$ cat config.mk
export PLATFORM = sky130hd
export DESIGN_NAME = bus_parity_unit
export DESIGN_NICKNAME = d
export VERILOG_FILES = /design/src/rtl/bpar_pkg.sv /design/src/rtl/bpar_tree.sv /design/src/rtl/bpar_drive.sv /design/src/rtl/bpar_check.sv /design/src/rtl/bus_parity_unit.sv
export SDC_FILE = /design/constraint.sdc
export NUM_CORES = 1
export LEC_CHECK = 0
export BUFFER_PORTS_ARGS = -buffer_cell sky130_fd_sc_hd__buf_2
export CORE_ASPECT_RATIO = 1.4
export CORE_UTILIZATION = 28
export CTS_CLUSTER_SIZE = 20
export DETAILED_ROUTE_END_ITERATION = 10
export SKIP_CTS_REPAIR_TIMING = 1
export SLEW_MARGIN = 25
export SYNTH_ARGS = -nofsm -noshare
export SYNTH_HDL_FRONTEND = slang
export SYNTH_SLANG_ARGS = --single-unit
$ cat constraint.sdc
create_clock -name clk -period 4.3 [get_ports clk]
set_input_delay 0.43 -clock clk [delete_from_list [all_inputs] [get_ports clk]]
set_output_delay 0.43 -clock clk [all_outputs]
set_load 0.1 [all_outputs]
$ cat src/rtl/bpar_pkg.sv
// Shared types for the bus parity unit.
// Assumes: one check at most is pending per clock.
package bpar_pkg;
    typedef enum logic [1:0] {
        CHK_NONE = 2'd0,
        CHK_ADDR = 2'd1,
        CHK_DATA = 2'd2
    } chk_kind_t;
endpackage

$ cat src/rtl/bpar_tree.sv
// Lane-split XOR reduction of the address/data bus and command/byte-enable.
// Lane i covers one slice of the data bus plus command bit i.
// Assumes: AD_W is a multiple of BE_W. Purely combinational.
module bpar_tree #(
    parameter int AD_W = 32,
    parameter int BE_W = 4
) (
    input  logic [AD_W-1:0] ad_i,
    input  logic [BE_W-1:0] cbe_i,
    output logic            par_o
);
    localparam int LANE_W = AD_W / BE_W;

    logic [BE_W-1:0] lane_par;

    // per-lane parity of data slice and its command bit
    for (genvar g = 0; g < BE_W; g++) begin : g_lane
        assign lane_par[g] = (^ad_i[g*LANE_W +: LANE_W]) ^ cbe_i[g];
    end

    // fold lanes into the even-parity bit
    always_comb begin
        par_o = ^lane_par;
    end
endmodule

$ cat src/rtl/bpar_drive.sv
// Parity launch path: registers the computed parity one clock behind the bus
// and holds it while the local agent is not driving; the enable trails ad_oe.
// Assumes: bus_par_i is the parity of the bus value at the same clock.
module bpar_drive (
    input  logic clk,
    input  logic rst_n,
    input  logic ad_oe_i,
    input  logic bus_par_i,
    output logic par_o,
    output logic par_oe_o
);
    // launch or hold parity, delay the output-enable
    always_ff @(posedge clk) begin
        if (!rst_n) begin
            par_o    <= 1'b0;
            par_oe_o <= 1'b0;
        end else begin
            par_oe_o <= ad_oe_i;
            if (ad_oe_i) par_o <= bus_par_i;
        end
    end


    oe_lag_chk: assert property (@(posedge clk) disable iff (!rst_n)
        ad_oe_i |=> par_oe_o);

    oe_off_chk: assert property (@(posedge clk) disable iff (!rst_n)
        !ad_oe_i |=> !par_oe_o);

    par_hold_chk: assert property (@(posedge clk) disable iff (!rst_n)
        !ad_oe_i |=> $stable(par_o));
endmodule

$ cat src/rtl/bpar_check.sv
// Receive-side checker: captures the kind of check and the computed bus
// parity, compares against the received bit one clock later, and emits a
// one-clock error pulse on the matching output when its enable is set.
// Assumes: enables are sampled at the comparison clock.
module bpar_check
    import bpar_pkg::*;
(
    input  logic      clk,
    input  logic      rst_n,
    input  chk_kind_t kind_i,
    input  logic      bus_par_i,
    input  logic      par_i,
    input  logic      perr_en_i,
    input  logic      serr_en_i,
    output logic      perr_o,
    output logic      serr_o
);
    chk_kind_t pend_kind_q;
    logic      pend_par_q;
    logic      mismatch;

    // capture what must be checked on the next clock
    always_ff @(posedge clk) begin
        if (!rst_n) begin
            pend_kind_q <= CHK_NONE;
            pend_par_q  <= 1'b0;
        end else begin
            pend_kind_q <= kind_i;
            pend_par_q  <= bus_par_i;
        end
    end

    // received bit versus locally computed parity
    always_comb begin
        mismatch = par_i ^ pend_par_q;
    end

    // register one-clock error pulses
    always_ff @(posedge clk) begin
        if (!rst_n) begin
            perr_o <= 1'b0;
            serr_o <= 1'b0;
        end else begin
            perr_o <= mismatch && perr_en_i && (pend_kind_q == CHK_DATA);
            serr_o <= mismatch && serr_en_i && (pend_kind_q == CHK_ADDR);
        end
    end


    perr_en_chk: assert property (@(posedge clk) disable iff (!rst_n)
        perr_o |-> $past(perr_en_i));

    serr_en_chk: assert property (@(posedge clk) disable iff (!rst_n)
        serr_o |-> $past(serr_en_i));

    idle_quiet_chk: assert property (@(posedge clk) disable iff (!rst_n)
        (pend_kind_q == CHK_NONE) |=> (!perr_o && !serr_o));
endmodule

$ cat src/rtl/bus_parity_unit.sv
// Top of the bus parity unit. Classifies each clock as an address check,
// a data check or nothing, computes bus parity once, and feeds both the
// launch path and the receive checker.
// Assumes: ad_oe_i is high exactly when the local agent drives ad/cbe,
// i.e. master on address and write data, target on read data.
module bus_parity_unit
    import bpar_pkg::*;
#(
    parameter int AD_W = 32,
    parameter int BE_W = 4
) (
    input  logic            clk,
    input  logic            rst_n,
    input  logic [AD_W-1:0] ad_i,
    input  logic [BE_W-1:0] cbe_i,
    input  logic            par_i,
    input  logic            ad_oe_i,
    input  logic            addr_phase_i,
    input  logic            irdy_i,
    input  logic            trdy_i,
    input  logic            perr_en_i,
    input  logic            serr_en_i,
    output logic            par_o,
    output logic            par_oe_o,
    output logic            perr_o,
    output logic            serr_o
);
    logic      bus_par;
    chk_kind_t kind;

    bpar_tree #(.AD_W(AD_W), .BE_W(BE_W)) u_tree (
        .ad_i  (ad_i),
        .cbe_i (cbe_i),
        .par_o (bus_par)
    );

    // decide whether this clock opens a check and of which kind
    always_comb begin
        kind = CHK_NONE;
        if (!ad_oe_i) begin
            if (addr_phase_i)           kind = CHK_ADDR;
            else if (irdy_i && trdy_i)  kind = CHK_DATA;
        end
    end

    bpar_drive u_drive (
        .clk       (clk),
        .rst_n     (rst_n),
        .ad_oe_i   (ad_oe_i),
        .bus_par_i (bus_par),
        .par_o     (par_o),
        .par_oe_o  (par_oe_o)
    );

    bpar_check u_check (
        .clk       (clk),
        .rst_n     (rst_n),
        .kind_i    (kind),
        .bus_par_i (bus_par),
        .par_i     (par_i),
        .perr_en_i (perr_en_i),
        .serr_en_i (serr_en_i),
        .perr_o    (perr_o),
        .serr_o    (serr_o)
    );


    even_par_chk: assert property (@(posedge clk) disable iff (!rst_n)
        ad_oe_i |=> (^{ad_i, cbe_i, par_o}) == ^{$past(ad_i) ^ ad_i, $past(cbe_i) ^ cbe_i});

    drive_no_err_chk: assert property (@(posedge clk) disable iff (!rst_n)
        ad_oe_i |=> ##1 (!perr_o && !serr_o));

    err_excl_chk: assert property (@(posedge clk) disable iff (!rst_n)
        !(perr_o && serr_o));
endmodule

---- Word-level counts from Yosys, hierarchy flattened ----
Index checks and enable logic that the tools add are counted.
operators by class
  bitwise logic cells ..................... 6
  add/sub/neg operators ................... 0
  mux-type cells .......................... 2
  shifts and indexed selects .............. 0
  eq/ne operators ......................... 2
  $lt $le $gt $ge ......................... 0
  multiply operators ...................... 0
  divide/modulo/power cells ............... 0
  reductions and logical operators ........ 12
operators by type and width
  operator                                       count
  parity 8 bit                                   4
  logical AND 1 bit                              5
  XOR 1 bit                                      5
  parity 4 bit                                   1
  OR reduction 3 bit                             1
  == test 2 x 1 -> 1 bit, second input constant  1
  == test 2 bit, second input constant           1
  two-way mux 2 bit                              1
  OR reduction 2 bit                             1
  two-way mux 1 bit                              1
  NOT 1 bit                                      1
storage, ports and cells
  register bits ........................... 7
  word-level logic and storage cells ...... 29
  output and inout port bits .............. 4
  bits in writable memories ............... 0
  bits of input ports ..................... 45
  latch bits .............................. 0
  memories ................................ 0
  memory bits (read-only) ................. 0

---- Longest topological paths before layout ----
  depth after elaboration ................. 3
  depth in mapped cells ................... 6
  depth with buffers taken out ............ 6

---- Modules after synthesis ----
Synthesis repeated with hierarchy kept, for this count alone.
unflattened totals
  cell total of the unflattened synthesis .. 54
  area total of the unflattened synthesis .. 549.3 sq um
by module, submodules not included
  module           area each (sq um)  times used  cells an instance
  bpar_tree        311.5              1           34
  bpar_check       152.6              1           13
  bpar_drive       63.8               1           5
  bus_parity_unit  21.3               1           2

---- Least setup slack after synthesis ----
Ideal clock, no wire load.
  kind .................................... input port to flip-flop
  start point ............................. input ad_i[29]
  end point ............................... register u_drive.par_o
  setup slack ............................. 2638 ps
  data arrival time ....................... 1540 ps
  cell stages on the path ................. 6
  buffers on the path ..................... 0
  library setup time ...................... 122 ps
  path through ............................ xnor2_1 -> xnor2_1 -> xnor2_1 -> xnor3_1 -> xnor2_1 -> a21oi_1
on the way
  cells in the longest elaborated chain, start to end .. 3
ends and longest elaborated chain
  item                    line                   RTL
  start: declaration      bus_parity_unit.sv:14  input logic [AD_W-1:0] ad_i,
  parity 8 bit            bpar_tree.sv:18        assign lane_par[g] = (^ad_i[g*LANE_W +: LANE_W]) ^ cbe_i[g];
  XOR 1 bit               bpar_tree.sv:18
  parity 4 bit            bpar_tree.sv:23        par_o = ^lane_par;
  end signal: assignment  bpar_drive.sv:19       if (ad_oe_i) par_o <= bus_par_i;
  end: declaration        bpar_drive.sv:9        output logic par_o,
No other way between the ends.
A chain may end at the register's enable or synchronous reset.

---- Final worst setup path ----
Same ends and word-level chain as after synthesis.

==> impl_results.md <==
- Status: finished clean
- Antenna cells: 0
- Seq pwr share: 0.255
- P per Cell Area: between 300 and 400 nW/um^2
- Crit Path Max Fanout: 2
- Drt drc: 0
- Critical path startpoint category: primary input
- Setup TNS: 0 ns
- Yosys top cell by area: xnor2_1
- Layout Skew: 0.00261 ns
- Post-synthesis sequential area ratio: 0.267
- Worst-Margin Slew: around 0.50 ns
- Sink Count: 7
- Initial core utilization: 0.299
- LEAKAGE: between 0.0003 and 0.0004 uW
- DR WL/cell: between 7 and 8 um
- Clock Latency Late Sink: between 0.2 and 0.25 ns
- Synth unique cells: 13
- Area grow syn2layout: 55.5%
- IO Port Bufs: 48
- Clock power share: 0.186
- Vias in the first global route: approximately 410
- GR Util met3: 0.0252
- Die area: slightly above 2000 um^2
- CP dominant cell by count: xnor2_1
- RSZ-0062 raised after global routing: no
- Post-Syn Nets: between 90 and 100
- CTS Buf Count: 3
- Endpoints failing setup: 0
- Fin crit share: 0.370
- Final #Nets: about 150
- Crit path time final: roughly 1.6 ns
- CP Buf/Inv Count: 1
- CTS Buffer Depth: 2
- Die Height: approximately 53 um
- M1 GR Usage: 0.0846
- Yosys top cell area share: 0.500
- Vias: a little over 500
- Share of cells above drive strength 1: 0.481
- Synth Register Bits: 7
- Vias per inst: about 4.0
- Cell area after synthesis: 526 um^2
- Cell Chain, Critical Path: buf_2 > xnor2_1 > xnor2_1 > xnor2_1 > xnor3_1 > xnor2_1 > a21oi_1
- Gate Count Post-Synth: 54
- H-tree depth: 1
- Total GRT Usage: 0.0941
- Final Core Density: 0.465
- Critical path data required time: between 4 and 5 ns
- Worst hold slack: about 0.35 ns
- DRT Pass-1 Iters: 2
- Min setup slack post-route: about 2.7 ns
- Clock Tree Root: clkbuf_4
- Pins Over Slew Limit: 0
- Routed Antenna Nets: 0
- Ports: about 50
- Placer Congestion: between 0.6 and 0.7
- CP Data Arrival Time: ~1.7 ns
- Combinational Power Share: 0.559
- YS warnings: 0
- GR Overflow Total: 0
- Worst VDD drop: 170 uV
- Max stage delay on crit path: roughly 0.42 ns
- CTS clk-pin slew, worst paths: approximately 0.050 ns
- GR Util met2: 0.178
- Slew margin rel.: 0.671
- Crit. End Element: flip-flop
- Total wire length: 923 um
- Largest cells by area after synthesis: xnor2_1 (50%), dfxtp_1 (27%), xor2_1 (6.7%), xnor3_1 (4.3%), nand2_1 (2.1%)
- Number of fill cells: 191
- Setup CP Type: in2reg
- Drt initial violations: 1
- Hold Crit Class: in2reg
- Max Cap Viol: 0
- Final Hold Fails: 0
- CP top delay family: XOR/XNOR gates
- Die Width: between 30 and 40 um
- HPWL after DPL: approximately 850 um
- Most used routing layer: met2
- Syn Area/Cell: around 9.7 um^2
- TritonCTS clock tree: done
- Global-route wire length before repair: around 1400 um
- Pre-CTS setup slack: roughly 2.4 ns
- FP Rows: 18
- Int Power: approximately 200 uW
- Switching Fraction: 0.362
- Largest net degree at the start of global routing: 7
- P_sw: about 110 uW
- Initial antenna violation count: 0
- CORE AREA: roughly 1800 um^2
- Crit-path slowest cell: xnor3_1
- Total chip power: 307 uW
- Highest Clock Rate: 628 MHz
[flip-flops by register name, summed over array words and instances (netlist names)]
name and flops:
u_check.pend_kind_q 2, u_check.pend_par_q 1, u_check.perr_o 1, u_check.serr_o 1, u_drive.par_o 1, u_drive.par_oe_o 1
[path summary, 6_finish.rpt]
check                          from                endpoint  slack, ns  cells after the start
min reg2reg  u_check.pend_kind_q[0]          u_check.perr_o       0.41                      1
max reg2reg      u_check.pend_par_q          u_check.perr_o       3.54                      3
min                    addr_phase_i  u_check.pend_kind_q[1]       0.35                      2
max                        ad_i[29]           u_drive.par_o       2.71                      7
[power groups by stage]
stage / Combinational (uW) / Clock (uW) / Sequential [uW]
3_3_place_gp: 172 / 0 / 79.4
2_1_floorplan: 104 / 0 / 113
4_1_cts: 175 / 59.6 / 78.4
6_report: 172 / 57.1 / 78.4
5_1_grt: 185 / 64.3 / 79.1
3_5_place_dp: 174 / 0 / 79.6
[layout by cell type (no fill, tap or decap)]
| master | instances |
|---|---|
| nor2_1 | 1 |
| clkbuf_1 | 1 |
| nand4b_1 | 1 |
| buf_2 | 48 |
| xnor3_1 | 1 |
| dfxtp_1 | 7 |
| xor2_1 | 4 |
| and2_1 | 1 |
| o21ai_0 | 1 |
| xnor2_1 | 30 |
| a21oi_1 | 1 |
| and3b_1 | 1 |
| clkbuf_4 | 3 |
| nand2_1 | 3 |
| nor3_1 | 2 |
| nor2b_1 | 1 |
[kinds of logic after synthesis]
kind of cell | share of synthesized area
compound gates | 0.0190
xor+xnor | 0.610
flops | 0.267
simple gates | 0.105
[layer usage]
layer	vias up	routed length, um
li1	274	-
met2	34	518
met5	-	0
met1	201	314
met4	0	0
met3	0	90
[stage by stage]
step,instance area [um^2],cells
after floorplan,526,54
after global placement,791,122
after detailed placement,791,122
after CTS,817,126
after global routing,817,126
final,817,126
[worst register-to-register path, delay by kind of cell (launching register included)]
kind / cells / cell delay [ns]
XOR/XNOR: 1 / 0.13
flip-flops: 1 / 0.31
AND/OR/NAND/NOR: 2 / 0.24
[Yosys cell counts]
cell type / count
dfxtp_1: 7
xnor3_1: 1
nand2_1: 3
xor2_1: 4
o21ai_0: 1
nor3_1: 2
nor2_1: 1
a21oi_1: 1
nand4b_1: 1
nor2b_1: 1
xnor2_1: 30
and3b_1: 1
and2_1: 1
[cell type report]
class / instances / area [um^2] / share of cell area
clock buffers: 4 / 26.3 / 0.0322
multi-input cells: 47 / 385 / 0.472
flip-flops and latches: 7 / 140 / 0.172
well taps: 20 / 25.0 / 0.0306
repair buffers: 48 / 240 / 0.294
No activity file was read; power rests on OpenSTA's default activity.
